===== src/rtl/wdt_dual.sv =====
module wdt_dual #(
  parameter int CNT_W     = 8,
  parameter int PRE_W     = 17,
  parameter int RST_PULSE = 4
) (
  input  logic       clk,
  input  logic       rst_n,
  input  logic [1:0] bus_addr,
  input  logic       bus_wr,
  input  logic       bus_rd,
  input  logic [7:0] bus_wdata,
  output logic [7:0] bus_rdata,
  output logic       irq,
  output logic       rst_req
);
  localparam int RW = $clog2(RST_PULSE + 1);

  logic             flag, armed, wdog, run, alt, irq_en, rst_en;
  logic [2:0]       sel;
  logic [CNT_W-1:0] cnt;
  logic [PRE_W-1:0] pre, mask;
  logic [RW-1:0]    rst_cnt;
  logic [4:0]       rate_lg;
  logic             tick, wrap;

  wire wr_ctrl = bus_wr && bus_addr == 2'd0;
  wire wr_cnt  = bus_wr && bus_addr == 2'd1;
  wire wr_ena  = bus_wr && bus_addr == 2'd2;
  wire rd_ctrl = bus_rd && bus_addr == 2'd0;
  wire clr_try = wr_ctrl && !bus_wdata[7];

  always_comb begin
    if (alt) rate_lg = 5'(sel) + 5'd1;
    else begin
      case (sel)
        3'd0:    rate_lg = 5'd1;
        3'd1:    rate_lg = 5'd6;
        3'd2:    rate_lg = 5'd7;
        3'd3:    rate_lg = 5'd9;
        3'd4:    rate_lg = 5'd11;
        3'd5:    rate_lg = 5'd13;
        3'd6:    rate_lg = 5'd15;
        default: rate_lg = 5'd17;
      endcase
    end
  end

  assign mask = (PRE_W'(1) << rate_lg) - PRE_W'(1);
  assign tick = run && ((pre & mask) == mask);
  assign wrap = tick && (cnt == '1);

  always_ff @(posedge clk or negedge rst_n)
    if (!rst_n)   pre <= '0;
    else if (!run) pre <= '0;
    else          pre <= pre + PRE_W'(1);

  always_ff @(posedge clk or negedge rst_n)
    if (!rst_n)              cnt <= '0;
    else if (wr_cnt && !run) cnt <= bus_wdata[CNT_W-1:0];
    else if (tick)           cnt <= cnt + CNT_W'(1);

  always_ff @(posedge clk or negedge rst_n) begin
    if (!rst_n) begin
      run <= 1'b0; wdog <= 1'b0; alt <= 1'b0; sel <= '0;
      irq_en <= 1'b0; rst_en <= 1'b0;
    end else begin
      if (wr_ctrl) begin
        run    <= bus_wdata[5];
        irq_en <= bus_wdata[3];
        if (!run) begin
          wdog <= bus_wdata[6];
          alt  <= bus_wdata[4];
          sel  <= bus_wdata[2:0];
        end
      end
      if (wr_ena) rst_en <= bus_wdata[0];
    end
  end

  always_ff @(posedge clk or negedge rst_n) begin
    if (!rst_n) begin
      flag  <= 1'b0;
      armed <= 1'b0;
    end else if (wrap) begin
      flag  <= 1'b1;
      armed <= 1'b0;
    end else if (clr_try) begin
      if (armed) flag <= 1'b0;
      armed <= 1'b0;
    end else if (rd_ctrl && flag) begin
      armed <= 1'b1;
    end
  end

  always_ff @(posedge clk or negedge rst_n)
    if (!rst_n)                     rst_cnt <= '0;
    else if (wrap && wdog && rst_en) rst_cnt <= RW'(RST_PULSE);
    else if (rst_cnt != '0)         rst_cnt <= rst_cnt - RW'(1);

  assign rst_req = rst_cnt != '0;
  assign irq     = flag && irq_en && !wdog;

  always_comb begin
    case (bus_addr)
      2'd0:    bus_rdata = {flag, wdog, run, alt, irq_en, sel};
      2'd1:    bus_rdata = 8'(cnt);
      2'd2:    bus_rdata = {7'd0, rst_en};
      default: bus_rdata = 8'd0;
    endcase
  end
endmodule



===== config.mk =====
export PLATFORM = sky130hd
export DESIGN_NAME = wdt_dual
export DESIGN_NICKNAME = d
export VERILOG_FILES = /design/src/rtl/wdt_dual.sv
export SDC_FILE = /design/constraint.sdc
export NUM_CORES = 1
export LEC_CHECK = 0
export BUFFER_PORTS_ARGS = -buffer_cell sky130_fd_sc_hd__buf_2
export CORE_ASPECT_RATIO = 1.25
export CORE_MARGIN = 1
export CORE_UTILIZATION = 35
export CTS_CLUSTER_SIZE = 25
export DETAILED_ROUTE_END_ITERATION = 8
export MAX_ROUTING_LAYER = met4
export PLACE_DENSITY = 0.64
export SETUP_SLACK_MARGIN = 0.5
export SLEW_MARGIN = 40
export SYNTH_ARGS = -nofsm -noshare
export SYNTH_HDL_FRONTEND = slang
export SYNTH_SLANG_ARGS = --single-unit

===== constraint.sdc =====
create_clock -name clk -period 3.7 [get_ports clk]
set_input_delay 0.37 -clock clk [delete_from_list [all_inputs] [get_ports clk]]
set_output_delay 0.37 -clock clk [all_outputs]
set_load 0.02 [all_outputs]

==> flow_summary_export.csv <==
group,metric,value,unit
layout,fin_cells,423,
synth,synth_edf_count,0,
synth,synth.area.mux_share,0.07122,
synth,synth_area_per_cell,8.875,um2
worst_setup_path,setup.worst_path.end_class,"flop",
timing,fmax,288.1,MHz
pwr,p_sw,0.7485,mW
worst_setup_path,critPathKind,"flop to flop",
pwr,p_sw_frac,0.4027,
synth,synth_top_area_frac,0.3707,
pwr,finalPower,1.859,mW
synth,synth_compound_area_frac,0.1410,
placement,place_ws,0.07791,ns
synth,synthSimpleGateAreaFrac,0.2800,
timing,fin_crit,3.471,ns
drt,wirelength,6597,um
synth,synth_fa_ha_area_frac,0.04390,
worst_setup_path,worstPathArrival,3.69,ns
pwr,seq_power_share,0.308,
placement,port_buffers,23,
run,maxCapViolCount,0,
drt,dr_total_vias,2326,
synth,yosysUniqueCellTypes,55,
timing,finalHoldViolations,0,
clock_network,htreeDepth,2,
timing,period_share,0.9382,
clock_network,clock_latency,0.29,ns
die,dieHeight,97.71,um
synth,yosysWarningCount,0,
global_routing,grt_usage,0.1845,
synth,synthArstFlopShare,1.000,
pwr,power.leakage,1.408,nW
drt,first_pass_iters,5,
status,outcome,"finished clean",
die,core,0.007019,mm2
placement,dp.cells,406,
synth,post-synth-top-count-cell,"dfrtp_1",
pwr,p_clk_frac,0.190,
timing,tightest_slew,0.6376,ns
timing,slew_violations,0,
layout,num_antenna_cells,0,
synth,synth_commonest_cells,"38 x dfrtp_1, 26 x nand2_1, 24 x nor2_1",
die,dieArea,0.007677,mm2
die,start_util,0.3654,
synth,synth_ff_type,"dfrtp_1",
drt,first_iter_violations,78,
synth,synth_nets,312,
drt,drt-wirelength-per-cell,15.60,um
worst_setup_path,critical_path_required,3.92,ns
global_routing,grt_overflow,0,
synth,synth_cells,289,
layout,fin_nets,355,
worst_setup_path,worst-path-max-fanout,8,
clock_network,clkTransAtPathRegs,0.08,ns
drt,drc,0,
synth,ys_seq_area_frac,0.3707,
drt,postRouteAntennaNets,0,
clock_network,clk_path_buf_depth,2,
die,num_io_pins,24,
synth,ys_ff_latch,38,
timing,setup_viol,0,
die,die_w,78.57,um
global_routing,grt_max_degree,39,
timing,finalSetupTns,0,ns
synth,synth_top_area_cell,"dfrtp_1",
layout,syn_to_final_growth,26.54,%
pwr,combPwrFrac,0.502,
pwr,p_int,1.110,mW
synth,synth_xor_area_frac,0.06488,
placement,dpl.hpwl,4568,um
worst_setup_path,cp-start-kind,"flop",
clock_network,clkSinkCount,38,
timing,max_slew_margin,0.5749,
synth,synth_top_family_by_area,"simple AND/OR/NAND/NOR gates",
clock_network,cts_root_buffer,"clkbuf_8",
die,num_rows,34,
hold_path,hp-class,"input pin to async pin",
timing,rsz0062_at_grt,"true",
pwr,ir_worst_vdd,294.2,uV
synth,synth_area,0.002565,mm2
drt,via_per_inst,5.499,
global_routing,grt_pass1_vias,2291,
layout,fill_cells,664,
global_routing,antenna_found_initial,0,
placement,gp_congestion,0.8944,
clock_network,cts_tree,"built",
pwr,powerDensity,572.7,mW/mm2
clock_network,cts_made_buffers,5,
global_routing,grt_pass1_wl,10930,um
timing,setup_ws,0.2285,ns
synth,synthTopCellsByArea,"dfrtp_1 37%, xnor2_1 4.8%, and2_1 4.4%",
timing,clock-skew-final,0.006866,ns
layout,layout-drive-gt1-share,0.2853,
-- placed cells by master, fill, tap and decap left out, types with 3 or more instances in the layout --
cell type  netlist  layout
a21oi_1          5       5
o21ai_0         16      14
o21ai_1          2       3
nand3_1         19      18
a211o_1          3       3
or4_4            1       3
and2_1          18      18
buf_6            0       5
a31oi_1          5       4
dfrtp_1         38      37
ha_4             0       3
xnor2_1         14      13
mux2_2           6       6
inv_1            7       5
mux2i_1         10      10
xor2_1           5       5
buf_4            0      19
clkbuf_8         0       5
ha_1             9       5
nand2_1         26      24
nor2b_1          5       5
buf_2            4      22
nor3_2           1       4
and3_1           8       8
nor2_1          24      22
-- area by class of cell --
type                    instances  area [um2]  share of cell area
well taps                      90       112.6             0.03470
repair buffers                 47       329.1              0.1014
clock buffers                   7       76.32             0.02352
inverters                       7       28.78            0.008867
clock inverters                 1       30.03            0.009252
multi-input cells             233        1717              0.5289
flip-flops and latches         38       952.2              0.2934
-- critical path, stage by stage, from the launching register on --
cell	delay (ns)
dfrtp_2	0.48
ha_4	0.20
or4_4	0.58
o211ai_4	0.20
nand3_2	0.11
ha_4	0.20
buf_12	0.13
o2bb2ai_1	0.12
a222oi_1	0.34
o211ai_1	0.18
buf_4	0.21
or4_1	0.46
a31oi_1	0.17
-- metrics by stage --
step,area [um2],hold slack [ns],util
6_report,3246,0.03323,0.4624
2_1_floorplan,2620,0.07441,-
3_5_place_dp,2904,0.3776,0.4137
3_3_place_gp,2902,0.4717,0.4134
4_1_cts,3172,0.05689,0.4519
5_1_grt,3246,0.07471,0.4624
-- final timing paths --
check / from / to / slack [ns] / depth (start not counted)
worst min-delay path: rst_n / rst_cnt[2]$_DFFE_PN0P_ / 0.03 / 1
min in group clk: bus_wdata[1] / sel[1]$_DFFE_PN0P_ / 0.30 / 3
worst max-delay path: sel[0]$_DFFE_PN0P_ / cnt[2]$_DFFE_PN0P_ / 0.23 / 12
worst min register to register: pre[0]$_DFF_PN0_ / pre[0]$_DFF_PN0_ / 0.50 / 1
worst max register to register: sel[0]$_DFFE_PN0P_ / cnt[2]$_DFFE_PN0P_ / 0.23 / 12
max in group asynchronous: rst_n / sel[0]$_DFFE_PN0P_ / 3.30 / 1
-- timing repair --
action	4_1_cts	5_1_grt
setup endpoints to repair	13	13
buffers inserted	7	2
resized for setup	22	11
pin swaps	16	7
hold buffers	0	0
-- power groups by stage --
stage               logic (mW)  clock network [mW]  registers (mW)
global route              1.02               0.378           0.585
detailed placement       0.763                   0           0.577
global placement         0.748                   0           0.574
floorplan                0.601                   0           0.537
finish                   0.932               0.353           0.573
CTS                      0.878               0.363           0.569
-- routing by layer --
metal  track usage  up-vias  share of wire
li1              -     1128              -
met1        0.2090     1099           0.41
met2        0.3130       83           0.51
met3       0.03662       16          0.056
met4       0.07550        0          0.019
met5             -        -              0
-- cells by family after synthesis --
logic type / Yosys count
XOR/XNOR: 19
buffers and inverters: 18
multiplexers: 17
flip-flops: 38
AND/OR/NAND/NOR: 134
adder cells (fa/ha/maj): 9
AO/OA/AOI/OAI: 54
-- registers in the layout, summed over array words and instances, names as in the netlist --
register,flops
rst_cnt,3
alt,1
flag,1
irq_en,1
armed,1
run,1
rst_en,1
sel,3
pre,17
wdog,1
cnt,8
No activity file was read; power rests on OpenSTA's default activity.
